## config.mk

```make
export PLATFORM = sky130hd
export DESIGN_NAME = bank_ea_unit
export DESIGN_NICKNAME = d
export VERILOG_FILES = /design/src/rtl/ea_pkg.sv /design/src/rtl/ea_base_calc.sv /design/src/rtl/ea_ptr_seq.sv /design/src/rtl/ea_final.sv /design/src/rtl/bank_ea_unit.sv
export SDC_FILE = /design/constraint.sdc
export NUM_CORES = 1
export LEC_CHECK = 0
export ABC_AREA = 1
export CAP_MARGIN = 20
export CORE_ASPECT_RATIO = 0.6
export CORE_MARGIN = 4
export CORE_UTILIZATION = 30
export DETAILED_ROUTE_END_ITERATION = 12
export DONT_BUFFER_PORTS = 1
export PLACE_DENSITY = 0.45
export SLEW_MARGIN = 5
export SYNTH_ARGS = -nofsm -noshare
export SYNTH_HDL_FRONTEND = slang
export SYNTH_SLANG_ARGS = --single-unit
```

## constraint.sdc

```tcl
create_clock -name clk -period 7.4 [get_ports clk]
set_input_delay 1.48 -clock clk [delete_from_list [all_inputs] [get_ports clk]]
set_output_delay 1.48 -clock clk [all_outputs]
set_load 0.005 [all_outputs]
```

## src/rtl/ea_pkg.sv

```systemverilog
package ea_pkg;
  typedef enum logic [3:0] {
    AM_ABS        = 4'd0,
    AM_ABS_X      = 4'd1,
    AM_ABS_Y      = 4'd2,
    AM_DP         = 4'd3,
    AM_DP_X       = 4'd4,
    AM_DP_IND     = 4'd5,
    AM_DP_IND_Y   = 4'd6,
    AM_DP_IND_L   = 4'd7,
    AM_DP_IND_L_Y = 4'd8,
    AM_SR         = 4'd9,
    AM_SR_IND_Y   = 4'd10,
    AM_LONG       = 4'd11,
    AM_LONG_X     = 4'd12
  } amode_e;

  localparam logic [3:0] AM_LAST = 4'd12;
endpackage

```

## src/rtl/ea_base_calc.sv

```systemverilog
module ea_base_calc
  import ea_pkg::*;
#(
  parameter int BANK_W = 8,
  parameter int OFS_W  = 16
) (
  input  amode_e                    mode,
  input  logic [BANK_W+OFS_W-1:0]   opnd,
  input  logic [OFS_W-1:0]          reg_x,
  input  logic [OFS_W-1:0]          reg_y,
  input  logic [OFS_W-1:0]          reg_d,
  input  logic [OFS_W-1:0]          reg_sp,
  input  logic [BANK_W-1:0]         dbank,
  input  logic [BANK_W-1:0]         pbank,
  input  logic                      idx8,
  input  logic                      ctl_flow,
  output logic [BANK_W+OFS_W-1:0]   direct_ea,
  output logic                      is_ind,
  output logic                      long_ptr,
  output logic [OFS_W-1:0]          ptr_base,
  output logic [OFS_W-1:0]          yidx
);
  localparam int AW = BANK_W + OFS_W;
  localparam int BW = BANK_W;

  logic [OFS_W-1:0] xidx, op8, op16, dp_off, sr_off;

  // narrow index mode keeps only the low byte
  assign xidx   = idx8 ? {{(OFS_W-BW){1'b0}}, reg_x[BW-1:0]} : reg_x;
  assign yidx   = idx8 ? {{(OFS_W-BW){1'b0}}, reg_y[BW-1:0]} : reg_y;
  assign op8    = {{(OFS_W-BW){1'b0}}, opnd[BW-1:0]};
  assign op16   = opnd[OFS_W-1:0];
  assign dp_off = reg_d + op8;
  assign sr_off = reg_sp + op8;

  always_comb begin
    direct_ea = '0;
    is_ind    = 1'b0;
    long_ptr  = 1'b0;
    ptr_base  = dp_off;
    case (mode)
      AM_ABS:        direct_ea = {(ctl_flow ? pbank : dbank), op16};
      AM_ABS_X:      direct_ea = {dbank, op16 + xidx};
      AM_ABS_Y:      direct_ea = {dbank, op16 + yidx};
      AM_DP:         direct_ea = {{BW{1'b0}}, dp_off};
      AM_DP_X:       direct_ea = {{BW{1'b0}}, dp_off + xidx};
      AM_SR:         direct_ea = {{BW{1'b0}}, sr_off};
      AM_DP_IND,
      AM_DP_IND_Y:   is_ind = 1'b1;
      AM_DP_IND_L,
      AM_DP_IND_L_Y: begin
        is_ind   = 1'b1;
        long_ptr = 1'b1;
      end
      AM_SR_IND_Y: begin
        is_ind   = 1'b1;
        ptr_base = sr_off;
      end
      AM_LONG_X:     direct_ea = opnd + {{BW{1'b0}}, xidx};
      default:       direct_ea = opnd;
    endcase
  end

  always_comb begin
    assert_narrow_index_R4 : assert (!idx8 || (yidx[OFS_W-1:BW] == '0));
  end
endmodule

```

## src/rtl/ea_ptr_seq.sv

```systemverilog
module ea_ptr_seq #(
  parameter int BANK_W = 8,
  parameter int OFS_W  = 16
) (
  input  logic                      clk,
  input  logic                      rst,
  input  logic                      go,
  input  logic                      long_ptr,
  input  logic [OFS_W-1:0]          base,
  input  logic [BANK_W-1:0]         mem_rdata,
  output logic                      mem_rd_en,
  output logic [BANK_W+OFS_W-1:0]   mem_addr,
  output logic [BANK_W+OFS_W-1:0]   ptr_next,
  output logic                      fin
);
  localparam int AW   = BANK_W + OFS_W;
  localparam int BW   = BANK_W;
  localparam int NB_L = AW / BW;
  localparam int NB_S = OFS_W / BW;
  localparam int CW   = $clog2(NB_L + 1);

  logic [CW-1:0] iss_cnt, cap_cnt, nbytes;
  logic          rd_q;
  logic [AW-1:0] ptr_q;

  // bypass the arriving byte into its slot of the pointer
  for (genvar g = 0; g < NB_L; g++) begin : g_slot
    assign ptr_next[g*BW +: BW] = (rd_q && (cap_cnt == CW'(g))) ? mem_rdata
                                                                 : ptr_q[g*BW +: BW];
  end

  assign fin = rd_q && (cap_cnt == nbytes - CW'(1));

  always_ff @(posedge clk) begin
    if (rst) begin
      mem_rd_en <= 1'b0;
      mem_addr  <= '0;
      iss_cnt   <= '0;
      cap_cnt   <= '0;
      nbytes    <= '0;
      rd_q      <= 1'b0;
      ptr_q     <= '0;
    end else begin
      rd_q <= mem_rd_en;
      if (go) begin
        mem_rd_en <= 1'b1;
        mem_addr  <= {{BW{1'b0}}, base};
        iss_cnt   <= CW'(1);
        cap_cnt   <= '0;
        nbytes    <= long_ptr ? CW'(NB_L) : CW'(NB_S);
        ptr_q     <= '0;
      end else begin
        if (mem_rd_en) begin
          if (iss_cnt == nbytes) begin
            mem_rd_en <= 1'b0;
          end else begin
            mem_addr <= {{BW{1'b0}}, mem_addr[OFS_W-1:0] + OFS_W'(1)};
            iss_cnt  <= iss_cnt + CW'(1);
          end
        end
        if (rd_q) begin
          ptr_q   <= ptr_next;
          cap_cnt <= cap_cnt + CW'(1);
        end
      end
    end
  end

  assert_ptr_bank0_R8 : assert property (@(posedge clk) disable iff (rst)
    mem_rd_en |-> (mem_addr[AW-1:OFS_W] == '0));

  assert_ptr_step_R8 : assert property (@(posedge clk) disable iff (rst)
    (mem_rd_en && $past(mem_rd_en) && !$past(go)) |->
      (mem_addr[OFS_W-1:0] == $past(mem_addr[OFS_W-1:0]) + OFS_W'(1)));

  assert_issue_bound_R8 : assert property (@(posedge clk) disable iff (rst)
    mem_rd_en |-> ((iss_cnt != '0) && (iss_cnt <= nbytes)));
endmodule

```

## src/rtl/ea_final.sv

```systemverilog
module ea_final
  import ea_pkg::*;
#(
  parameter int BANK_W = 8,
  parameter int OFS_W  = 16
) (
  input  amode_e                    mode,
  input  logic [BANK_W+OFS_W-1:0]   ptr,
  input  logic [BANK_W-1:0]         dbank,
  input  logic [OFS_W-1:0]          yidx,
  output logic [BANK_W+OFS_W-1:0]   ind_ea
);
  always_comb begin
    case (mode)
      AM_DP_IND:     ind_ea = {dbank, ptr[OFS_W-1:0]};
      AM_DP_IND_Y,
      AM_SR_IND_Y:   ind_ea = {dbank, ptr[OFS_W-1:0] + yidx};
      AM_DP_IND_L_Y: ind_ea = ptr + {{BANK_W{1'b0}}, yidx};
      default:       ind_ea = ptr;
    endcase
  end
endmodule

```

## src/rtl/bank_ea_unit.sv

```systemverilog
module bank_ea_unit
  import ea_pkg::*;
#(
  parameter int BANK_W = 8,
  parameter int OFS_W  = 16
) (
  input  logic                      clk,
  input  logic                      rst,
  input  logic                      start,
  input  logic [3:0]                mode,
  input  logic                      ctl_flow,
  input  logic [BANK_W+OFS_W-1:0]   opnd,
  input  logic [OFS_W-1:0]          reg_x,
  input  logic [OFS_W-1:0]          reg_y,
  input  logic [OFS_W-1:0]          reg_d,
  input  logic [OFS_W-1:0]          reg_sp,
  input  logic [BANK_W-1:0]         dbank,
  input  logic [BANK_W-1:0]         pbank,
  input  logic                      idx8,
  output logic                      mem_rd_en,
  output logic [BANK_W+OFS_W-1:0]   mem_addr,
  input  logic [BANK_W-1:0]         mem_rdata,
  output logic [BANK_W+OFS_W-1:0]   ea,
  output logic                      done,
  output logic                      busy
);
  localparam int AW = BANK_W + OFS_W;

  amode_e           mode_n, mode_q;
  logic [AW-1:0]    direct_ea, ptr_next, ind_ea;
  logic             is_ind, long_ptr, fin, accept;
  logic [OFS_W-1:0] ptr_base, yidx, yidx_q;
  logic [BANK_W-1:0] dbank_q;

  // unused codes fall back to the long mode
  assign mode_n = (mode > AM_LAST) ? AM_LONG : amode_e'(mode);
  assign accept = start && !busy;

  ea_base_calc #(.BANK_W(BANK_W), .OFS_W(OFS_W)) u_base (
    .mode(mode_n), .opnd(opnd), .reg_x(reg_x), .reg_y(reg_y), .reg_d(reg_d),
    .reg_sp(reg_sp), .dbank(dbank), .pbank(pbank), .idx8(idx8),
    .ctl_flow(ctl_flow), .direct_ea(direct_ea), .is_ind(is_ind),
    .long_ptr(long_ptr), .ptr_base(ptr_base), .yidx(yidx)
  );

  ea_ptr_seq #(.BANK_W(BANK_W), .OFS_W(OFS_W)) u_seq (
    .clk(clk), .rst(rst), .go(accept && is_ind), .long_ptr(long_ptr),
    .base(ptr_base), .mem_rdata(mem_rdata), .mem_rd_en(mem_rd_en),
    .mem_addr(mem_addr), .ptr_next(ptr_next), .fin(fin)
  );

  ea_final #(.BANK_W(BANK_W), .OFS_W(OFS_W)) u_final (
    .mode(mode_q), .ptr(ptr_next), .dbank(dbank_q), .yidx(yidx_q),
    .ind_ea(ind_ea)
  );

  always_ff @(posedge clk) begin
    if (rst) begin
      ea      <= '0;
      done    <= 1'b0;
      busy    <= 1'b0;
      mode_q  <= AM_ABS;
      dbank_q <= '0;
      yidx_q  <= '0;
    end else begin
      done <= 1'b0;
      if (accept) begin
        if (is_ind) begin
          busy    <= 1'b1;
          mode_q  <= mode_n;
          dbank_q <= dbank;
          yidx_q  <= yidx;
        end else begin
          ea   <= direct_ea;
          done <= 1'b1;
        end
      end else if (fin) begin
        ea   <= ind_ea;
        done <= 1'b1;
        busy <= 1'b0;
      end
    end
  end

  assert_direct_latency_R2 : assert property (@(posedge clk) disable iff (rst)
    (accept && !is_ind) |=> (done && !busy));

  assert_ind_accept_R11 : assert property (@(posedge clk) disable iff (rst)
    (accept && is_ind) |=> (busy && !done && mem_rd_en));

  assert_no_done_busy_R11 : assert property (@(posedge clk) disable iff (rst)
    busy |-> !done);

  assert_ignore_start_R12 : assert property (@(posedge clk) disable iff (rst)
    (busy && start) |=> ($stable(mode_q) && $stable(dbank_q) && $stable(yidx_q)));

  assert_idle_no_read_R8 : assert property (@(posedge clk) disable iff (rst)
    (!busy && !$past(busy)) |-> !mem_rd_en);
endmodule

```

**After elaboration in Yosys (flattened, before gate mapping)**

Cells that the tools add are included.

- Bits of input ports: 121
- Word-level logic and storage cells: 101
- Bits in registers: 102
- Output and inout bits: 51

- Reduce and logical (&&, ||, !) cells: 20
- Bitwise logic cells: 1
- Order comparisons: 1
- Equality and inequality tests: 22
- $add $sub $neg: 12
- Multiplexer cells: 31

Operators by type and width:

| cell | count |
|---|---|
| 24-bit one-hot mux with 8 select lines | 1 |
| 16-bit 2-to-1 mux | 6 |
| 24-bit 2-to-1 mux | 3 |
| 24-bit one-hot mux with 3 select lines | 1 |
| 16-bit adder | 4 |
| 24-bit by 16-bit adder with 24-bit output | 2 |
| 16-bit by 8-bit adder with 16-bit output | 2 |
| 8-bit 2-to-1 mux | 4 |
| 4-bit by 3-bit == test with 1-bit output, second input constant | 6 |
| 4-bit == test, second input constant | 6 |
| 16-bit by 1-bit adder with 16-bit output, second input constant | 1 |
| 1-bit 2-to-1 mux | 15 |
| 2-bit AND reduction | 5 |
| 4-bit by 2-bit == test with 1-bit output, second input constant | 2 |
| 1-bit logical AND | 6 |
| 2-bit OR reduction | 3 |
| 5-bit OR reduction | 1 |
| 2-bit by 1-bit adder with 2-bit output, second input constant | 2 |
| 2-bit == test | 2 |
| 4-bit by 1-bit == test with 1-bit output, second input constant | 1 |
| 4-bit greater-than comparator, second input constant | 1 |
| 4-bit zero test | 1 |
| 4-bit 2-to-1 mux | 1 |
| 2-bit inequality test, second input constant | 2 |
| other kinds (8) | 9 |

**Longest topological paths before layout**

Gate-level depths: netlist of run 1.

- Word-level depth: 8
- Depth in mapped cells: 24
- Mapped depth without buffers: 24

**Cells and area by module**

Synthesis of run 1 repeated with hierarchy kept, for this count alone.

- Cell total of the unflattened synthesis: 2117
- Area total of the unflattened synthesis: 12032.8 um^2

Modules (own cells, without submodules):

| module | times used | cells an instance | area each (um^2) | seq. area each (um^2) |
|---|---|---|---|---|
| ea_base_calc | 1 | 954 | 5088.6 | 0.0 |
| ea_ptr_seq | 1 | 387 | 2518.7 | 960.9 |
| bank_ea_unit | 1 | 381 | 2484.9 | 1081.0 |
| ea_final | 1 | 395 | 1940.6 | 0.0 |

**Worst setup path before layout of run 1**

No wires, ideal clock.

- Path kind: input to register
- From: input opnd[0]
- To: register ea[13]
- Setup slack: 3194 ps
- Path buffers: 0
- Data required time: 7281 ps
- Stages on the path: 21
- Setup time: 119 ps
- Arrival time: 4086 ps
- Path through: ha_1 > fa_1 > nand3_1 > nand2_1 > nand3_1 > nand2_1 > or2_2 > nand2_1 > o21ai_0 > ha_1 > nand2_1 > nor4_1 > nand2_1 > nand2_1 > nand2_1 > nand3_1 > nand2_1 > nor2_1 > nand3_1 > nand2_1 > a21oi_1

- Longest elaborated chain between the ends: 5
- Elaborated cells between the ends (all ways): 9
- Those cells by class: add/sub: 6; mux: 3

RTL lines:

| what | RTL line | RTL |
|---|---|---|
| start: declaration | bank_ea_unit.sv:12 | `input logic [BANK_W+OFS_W-1:0] opnd,` |
| 16-bit by 8-bit adder with 16-bit output | ea_base_calc.sv:33 | `assign dp_off = reg_d + op8;` |
| 16-bit adder | ea_base_calc.sv:46 | `AM_DP_X: direct_ea = {{BW{1'b0}}, dp_off + xidx};` |
| 24-bit one-hot mux with 8 select lines * | ea_base_calc.sv:41 | `case (mode)` |
| 24-bit 2-to-1 mux * | bank_ea_unit.sv:68 | `if (is_ind) begin` |
| 24-bit 2-to-1 mux * | bank_ea_unit.sv:67 | `if (accept) begin` |
| end signal: assignment | bank_ea_unit.sv:74 | `ea <= direct_ea;` |
| end signal: assignment | bank_ea_unit.sv:78 | `ea <= ind_ea;` |
| end: declaration | bank_ea_unit.sv:23 | `output logic [BANK_W+OFS_W-1:0] ea,` |

Mark *: on every way between the ends. The rest lies on a longest branch, timed or not. The select of a mux whose other input is x is not followed.
A chain may end at the register's enable or synchronous reset.

**Worst setup path after layout of run 1**

- From: input opnd[0]
- To: register ea[15]

The elaborated chain is that of the path after synthesis.

==> impl_metrics.toml, run 1 <==
[final_layout]
stdcell_count = 2392
diodes = 0
area_delta_synth_final_pct = 6.49
drive_gt1_share_pct = 4.56
nFillCells = 4107
nets = 2094

[outcome]
outcome = "finished, final reports clean"

[worst_setup_path]
cp-start-kind = "primary input"
cp_max_fo = 6
required_ps = 7670
crit_type = "in2reg"
arrival_ps = 5090
worst_setup_path_end_kind = "flop"

[drt]
first_iter_violations = 1273
drc_errors = 0
wl_per_cell_um = 20.8
dr.pass1.iters = 6
antenna_left = 0
num_vias = 12577
vias_per_cell = 5.26
wl_um = 49700

[clock_tree]
insertion_delay_ps = 370
cts_hold_buf = 0
cts-buffers-inserted = 9
cts_resized = 0
cts_sinks = 102
postCtsSetupBuffers = 0
cts_tree = "done"
h-tree-depth = 3
cts.path.max_buffers = 2
path_clk_slew_ps = 70
cts_root_buffer = "clkbuf_16"

[floorplanning]
rows = 54
num_io_pins = 172
core-area_um2 = 36600
die_w_um = 257
fp.dieArea_um2 = 40600
initial_utilization_pct = 30.6
fp.dieH_um = 158

[sta]
setup_viol = 0
fin_crit_sh_pct = 65.1
fin_tns_setup_ps = 0
timing.hold.ws_ps = 467
tightest_slew_ps = 1060
fmax_mhz = 207
drv_slew = 0
skew_ps = 12.8
hold_viol = 0
rsz0062_at_grt = "no"
final.min_clock_period_ps = 4820
max_slew_margin_pct = 29.0

[yosys]
synth_cells = 1910
yosysWarnings = 0
ys_ff_latch = 102
syn_avg_cell_area_um2 = 5.86
synth_edf_count = 0
seq_area_frac_synth_pct = 18.2
synthDistinctLibCells = 56
syn_area_um2 = 11200
synthArstFlopShare_pct = 0
synthFlopType = "dfxtp_1"

[grt]
grt-ovfl-total = 0
grt_pass1_wl_um = 73800
grt_max_degree = 55
grtUsageTotal_pct = 24.0
grt_pass1_vias = 11625
antenna_found_initial = 0

[flow_run]
max-cap-violations = 0

[placement]
dp.cells = 2376
finalWeightedCongestion = 0.968
port_buffers = 0
hpwlAfterDp_um = 41600

[hold_path]
hold_class = "reg2reg"

[power_and_ir_drop]
ir_drop_v = 0.000117
power_density_nw_per_um2 = 141
p_leak_nw = 5.79
state kept, by name, indices dropped and copies added (netlist names):
register and cells:
u_seq.ptr_q 24, busy 1, u_seq.nbytes 2, dbank_q 8, ea 24, u_seq.rd_q 1, done 1, u_seq.iss_cnt 2
yidx_q 16, u_seq.mem_addr 16, u_seq.cap_cnt 2, u_seq.mem_rd_en 1, mode_q 4
critical path, cell delays in order:
cell	delay, ps
ha_1	250
fa_1	420
nand3_1	80
nand2_1	150
a21oi_1	300
xor2_1	480
o21ai_0	290
ha_1	360
a21oi_1	250
inv_1	100
a31oi_1	150
o21ai_0	90
a21oi_1	260
nand3_1	120
nand3_1	90
nand3_1	80
nand2_1	70
nand2_1	50
worst paths after layout:
check	start	end	slack, ps	cells after the start
min reg2reg	dbank_q[2]	dbank_q[2]	470	2
max reg2reg	u_seq.rd_q	ea[21]	3650	16
min	dbank_q[2]	dbank_q[2]	470	2
max	opnd[0]	ea[15]	2580	18
metrics by stage:
stage               cell area (µm²)  setup slack [ps]  utilization (%)  power (mW)
floorplan                     11200              3190                -        1.02
global placement              11600              2300             31.8        1.19
detailed placement            11600              2270             31.8        1.19
CTS                           11900              2640             32.6        1.69
global route                  11900              2260             32.6        1.80
finish                        11900              2580             32.6        1.68
layer usage:
metal  GRT usage [%]  wire length (µm)  up-vias  part of all wire (%)
met1            36.3             25300     5832                    51
met2            33.2             18900      429                    38
met3            7.58              4650       40                   9.4
met4            4.39               833        0                   1.7
li1                -                 -     6276                     -
met5               0                 0        -                     0
Yosys cell counts (3+ instances only):
cell type | instances | area, µm²
nand2_1 | 479 | 1800
nor2_1 | 230 | 863
inv_1 | 211 | 792
o21ai_0 | 181 | 906
a21oi_1 | 173 | 866
nand3_1 | 149 | 746
dfxtp_1 | 102 | 2040
ha_1 | 84 | 1050
xor2_1 | 24 | 210
nand4_1 | 22 | 138
buf_2 | 20 | 100
clkbuf_1 | 19 | 71.3
nor3_1 | 18 | 90.1
o21ai_1 | 16 | 80.1
a31oi_1 | 15 | 93.8
inv_2 | 14 | 52.6
or2_2 | 12 | 75.1
xnor2_1 | 10 | 87.6
buf_4 | 9 | 67.6
nand2_2 | 9 | 56.3
nand3b_1 | 9 | 67.6
o211ai_1 | 9 | 67.6
fa_1 | 6 | 120
nor2_2 | 6 | 37.5
o21a_1 | 6 | 45.0
a211oi_1 | 5 | 37.5
a22oi_1 | 5 | 37.5
nor4_1 | 5 | 31.3
a21o_1 | 4 | 30.0
buf_6 | 4 | 45.0
nor2_4 | 4 | 45.0
nor3b_1 | 4 | 30.0
o2111ai_1 | 4 | 35.0
o21bai_1 | 4 | 30.0
o21ai_2 | 3 | 26.3
o22ai_1 | 3 | 18.8
or2_1 | 3 | 18.8
layout make-up:
type	count	area (µm²)	share of cell area [%]
flip-flops and latches	102	2040	17.1
clock buffers	10	229	1.92
inverters	228	861	7.22
well taps	504	631	5.29
multi-input cells	1534	8030	67.4
clock inverters	6	68.8	0.577
repair buffers	8	60.1	0.504
power by group:
group          leakage [nW]  switching (mW)  total [mW]  internal (mW)
combinational          4.82           0.394       0.569          0.174
clock                 0.143           0.231       0.496          0.265
sequential            0.832          0.0365       0.617          0.581
layout by cell type, fill, tap and decap left out, types with 4 or more instances in the layout:
cell	instances
nor3_1	18
a31oi_1	15
dfxtp_1	102
or2_2	12
a21o_1	4
a211oi_1	5
inv_2	14
inv_1	211
nand2_1	479
nand3_1	149
buf_4	8
fa_1	6
nor4_1	5
nand3b_1	9
o21ai_0	181
nand2_2	9
conb_1	8
nor2_1	230
nor2_4	4
o21bai_1	4
clkbuf_16	9
o2111ai_1	4
ha_1	84
xor2_1	24
nand4_1	22
nor2_2	6
o211ai_1	9
a22oi_1	5
a21oi_1	173
o21ai_1	16
o21a_1	6
xnor2_1	10
nor3b_1	4
kinds of logic after synthesis:
logic type | Yosys count | synth area share, %
buffers and inverters | 281 | 10.3
other | 1 | 0.0335
and+or+nand+nor | 965 | 37.2
adders and majority gates | 90 | 10.5
AOI/OAI and AO/OA | 437 | 21.1
xor gates and xnor gates | 34 | 2.66
DFF | 102 | 18.2
No activity file was read; power rests on OpenSTA's default activity.
==> run 2, diff against run 1 <==
- PLACE_DENSITY: 0.45 -> 0.46
- clock period: 7.4 -> 4.12 ns (I/O delays scaled with it)
==> run 2 against run 1 <==
Effect of this change: worst setup slack worse by 2300 ps; critical endpoint is now ea[11]; worst hold slack better by 3.9 ps; largest power group unchanged; design area is 2.3% higher; clock skew is 5.6 ps higher.
==> impl_metrics.toml, run 2 (synthesized netlist as in run 1, its figures left out) <==
[outcome]
outcome = "finished, final reports clean"

[drt]
num_vias = 12774
drc_errors = 0
first_iter_violations = 1318
dr.pass1.iters = 6
wl_um = 49700
antenna_left = 0
wl_per_cell_um = 20.5
vias_per_cell = 5.27

[power_and_ir_drop]
p_clk_share_pct = 30.9
power_density_nw_per_um2 = 259
ir_drop_v = 0.000159
seqPwrFrac_pct = 35.1
combPwrFrac_pct = 34.1
p_sw_share_pct = 38.7
switching_power_mw = 1.22
p_leak_nw = 5.96
p_int_mw = 1.93
finalPower_mw = 3.16

[final_layout]
layout_commonest_cell = "nand2_1"
mostFrequentLayoutCells = "479 x nand2_1, 230 x nor2_1, 211 x inv_1, 181 x o21ai_0, 173 x a21oi_1"
ff_latch_area_um2 = 2040
final_cell_area_um2 = 12200
drive_gt1_share_pct = 6.20
nFillCells = 4194
diodes = 0
nets = 2126
area_delta_synth_final_pct = 8.93
stdcell_count = 2424
multi_input_area_um2 = 8030
largestRegisters = "ea: 24 flops, u_seq.ptr_q: 24 flops"
fin_util_pct = 33.4

[hold_path]
hold-path-endpoint = "ea[23]"
worstHoldStart = "ea[23]"
whs_path_depth = 2
hold_class = "reg2reg"

[clock_tree]
cts_hold_buf = 0
cts_root_buffer = "clkbuf_16"
cts_resized = 0
cts-buffers-inserted = 9
path_clk_slew_ps = 80
h-tree-depth = 3
postCtsSetupBuffers = 0
cts.path.max_buffers = 2
cts_sinks = 102
insertion_delay_ps = 370
cts_tree = "done"

[grt]
antenna_found_initial = 0
grt_pass1_vias = 11397
grt_pass1_wl_um = 73100
grtUsageTotal_pct = 23.8
grt_max_degree = 55
grt-ovfl-total = 0

[sta]
tightest_slew_ps = 662
fin_tns_setup_ps = 0
rsz0062_at_grt = "no"
skew_ps = 18.3
fin_ws_ps = 274
hold_viol = 0
timing.hold.ws_ps = 471
fin_crit_sh_pct = 93.3
final.min_clock_period_ps = 3850
drv_slew = 0
setup_viol = 0
fmax_mhz = 260
max_slew_margin_pct = 55.7

[worst_setup_path]
crit_type = "in2reg"
r2r-start = "u_seq.cap_cnt[0]"
crit_chain = "ha_1 -> fa_1 -> nand3_1 -> nand2_1 -> nand2_1 -> a21oi_1 -> xor2_1 -> nand2_1 -> nand2_1 -> ha_1 -> nand2_1 -> a21oi_1 -> nor2_1 -> nand2_1 -> nand2_1 -> a22oi_1 -> nand2_1 -> nand2_1 -> nor2_1 -> nor2_1 -> nand3_1 -> nand2_1 -> nand2_1"
required_ps = 4380
r2r-end = "ea[21]"
cp_max_fo = 6
reg2reg_depth = 18
reg2reg_slack_ps = 710
path_buf_inv = 0
cpPeakStageDelay_ps = 390
arrival_ps = 4110
critical-path-top-delay-family = "simple AND/OR/NAND/NOR gates"
crit_top_cell = "nand2_1"
cp-start-kind = "primary input"
worst_setup_path_end_kind = "flop"
crit_path_top_delay_cell = "fa_1"

[placement]
port_buffers = 0
hpwlAfterDp_um = 41700
dp.cells = 2408
placed_area_um2 = 11900
dp_slack_ps = 1.05
finalWeightedCongestion = 0.975

[floorplanning]
die_w_um = 257
initial_utilization_pct = 30.6
fp.dieArea_um2 = 40600
fp.dieH_um = 158
rows = 54
core-area_um2 = 36600
num_io_pins = 172

[flow_run]
max-cap-violations = 0
-- run 2: worst reg2reg max path, stage by stage, from the launching register on --
cell and delay [ps]:
dfxtp_1 340, inv_1 110, ha_1 150, nand2_1 260, o21ai_0 440, inv_1 90
ha_1 350, nand2_1 160, or2_2 320, nand2_1 220, nand4_1 130, nand3_1 130
nand2_1 60, nand2_1 50, o21bai_1 60, nand2_1 60, nand3_1 220, nand2_1 140
inv_1 40
-- run 2: final cells by class --
cell class / instances / area share (%)
clock inverters: 7 / 0.862
inverters: 228 / 7.06
flip-flops and latches: 102 / 16.7
repair buffers: 40 / 2.46
well taps: 504 / 5.17
clock buffers: 9 / 1.85
multi-input cells: 1534 / 65.8
-- run 2: layer usage --
layer / global-route usage (%) / up-vias / routed length, µm
met2: 32.8 / 494 / 19000
met5: 0 / - / 0
li1: - / 6335 / -
met1: 37.1 / 5922 / 25200
met4: 2.27 / 0 / 364
met3: 6.94 / 23 / 5190
-- run 2: worst max-delay path by stage --
stage / startpoint / to / slack, ps / cells after the start
after CTS: opnd[0] / ea[11] / 380 / 23
after global placement: opnd[0] / ea[11] / 20 / 23
after floorplan: opnd[0] / ea[13] / 570 / 21
after detailed placement: opnd[0] / ea[11] / 1 / 23
final: opnd[0] / ea[11] / 270 / 23
after global routing: opnd[0] / ea[11] / 10 / 23
-- run 2: power by group through the flow --
stage	Clock (mW)	Combinational [mW]	Sequential (mW)
finish	0.975	1.07	1.11
CTS	1.00	1.05	1.11
detailed placement	0	1.05	1.13
global route	1.04	1.20	1.11
floorplan	0	0.723	1.10
global placement	0	1.05	1.13
==> run 3, diff against run 2 <==
- PLACE_DENSITY: 0.46 -> not set
==> run 3 against run 2 <==
Effect of this change: cell count down 0.41%; total power down 3.0%; utilization down 0.22 points; register-to-register slack worse by 60 ps; clock skew down 9.3 ps; worst hold slack worse by 8.6 ps; via count up 2.2%; critical path depth down 2; design area down 0.67%; largest cell class unchanged.
==> impl_metrics.toml, run 3 (synthesized netlist as in run 1, its figures left out) <==
[drt]
wl_per_cell_um = 20.1
num_vias = 13053
dr.pass1.iters = 6
first_iter_violations = 1961
drc_errors = 0
antenna_left = 0
wl_um = 48600
vias_per_cell = 5.41

[final_layout]
drive_gt1_share_pct = 5.71
mostFrequentLayoutCells = "479 x nand2_1, 230 x nor2_1, 211 x inv_1, 181 x o21ai_0, 173 x a21oi_1"
stdcell_count = 2414
area_delta_synth_final_pct = 8.21
multi_input_area_um2 = 8030
layout_commonest_cell = "nand2_1"
diodes = 0
nets = 2116
largestRegisters = "ea: 24 flops, u_seq.ptr_q: 24 flops"
ff_latch_area_um2 = 2040
nFillCells = 4084

[floorplanning]
die_w_um = 257
core-area_um2 = 36600
initial_utilization_pct = 30.6
fp.dieH_um = 158
fp.dieArea_um2 = 40600
rows = 54
num_io_pins = 172

[clock_tree]
cts.path.max_buffers = 2
cts_tree = "done"
cts_resized = 0
cts-buffers-inserted = 9
cts_sinks = 102
path_clk_slew_ps = 80
cts_hold_buf = 0
insertion_delay_ps = 370
h-tree-depth = 3
postCtsSetupBuffers = 0
cts_root_buffer = "clkbuf_16"

[power_and_ir_drop]
power_density_nw_per_um2 = 253
p_clk_share_pct = 29.3
ir_drop_v = 0.000182
seqPwrFrac_pct = 36.2
p_sw_share_pct = 39.2
switching_power_mw = 1.20
combPwrFrac_pct = 34.5
p_leak_nw = 5.91
p_int_mw = 1.86

[placement]
hpwlAfterDp_um = 41000
dp.cells = 2397
finalWeightedCongestion = 0.987
port_buffers = 0
dp_slack_ps = 46.4

[worst_setup_path]
crit_type = "in2reg"
worst_setup_path_end_kind = "flop"
cp_max_fo = 6
required_ps = 4370
arrival_ps = 4000
cp-start-kind = "primary input"

[sta]
final.min_clock_period_ps = 3750
fin_tns_setup_ps = 0
max_slew_margin_pct = 52.6
tightest_slew_ps = 708
setup_viol = 0
fin_crit_sh_pct = 90.9
drv_slew = 0
hold_viol = 0
fmax_mhz = 267
fin_ws_ps = 374
rsz0062_at_grt = "no"
skew_ps = 9.00

[outcome]
outcome = "finished, final reports clean"

[grt]
grtUsageTotal_pct = 23.3
grt_pass1_wl_um = 72200
grt_pass1_vias = 11347
antenna_found_initial = 0
grt_max_degree = 55
grt-ovfl-total = 0

[hold_path]
hold_class = "reg2reg"

[flow_run]
max-cap-violations = 0
[run 3: worst max-delay path, stage by stage]
cell and delay [ps]:
ha_1 380, nand2_1 130, inv_1 90, nand2_1 50, nand2_1 70, nand2_1 70
a31oi_1 190, xor2_1 240, inv_1 220, o21ai_0 210, ha_1 330, a21oi_1 240
o21ai_0 100, a21oi_1 190, nand3_1 130, nand3_1 110, o21ai_0 80, nor2_1 90
nand3_1 110, nand2_1 80, a21oi_1 60
[run 3: layout make-up]
class	count	share of cell area [%]
Multi-Input combinational cell	1534	66.3
Sequential cell	102	16.9
Inverter	228	7.11
Tap cell	504	5.21
Timing Repair Buffer	30	2.02
Clock buffer	9	1.86
Clock inverter	7	0.651
[run 3: final timing paths]
path,cells after the start,to,startpoint,slack (ps)
min reg2reg,2,dbank_q[2],dbank_q[2],460
max reg2reg,21,ea[18],u_seq.cap_cnt[0],650
max,21,ea[14],opnd[4],370
min,2,dbank_q[2],dbank_q[2],460
[run 3: metal layers]
metal,vias up,track usage [%],routed length (µm)
met5,-,0,0
met4,0,1.88,325
met3,27,8.22,7160
met2,682,31.1,17900
met1,6020,36.5,23200
li1,6324,-,-
[run 3: power by group through the flow]
stage	registers [mW]	clock network, mW	logic [mW]
detailed placement	1.13	0	1.01
CTS	1.11	0.928	1.02
global route	1.11	0.969	1.17
finish	1.11	0.898	1.06
global placement	1.13	0	1.01
floorplan	1.10	0	0.723
[run 3: through the flow]
stage	utilization (%)	hold slack, ps	cell area (µm²)	total power, mW
5_1_grt	33.1	496	12100	3.25
6_report	33.1	463	12100	3.06
3_3_place_gp	32.2	447	11800	2.14
2_1_floorplan	-	430	11200	1.83
4_1_cts	33.1	462	12100	3.06
3_5_place_dp	32.2	451	11800	2.14
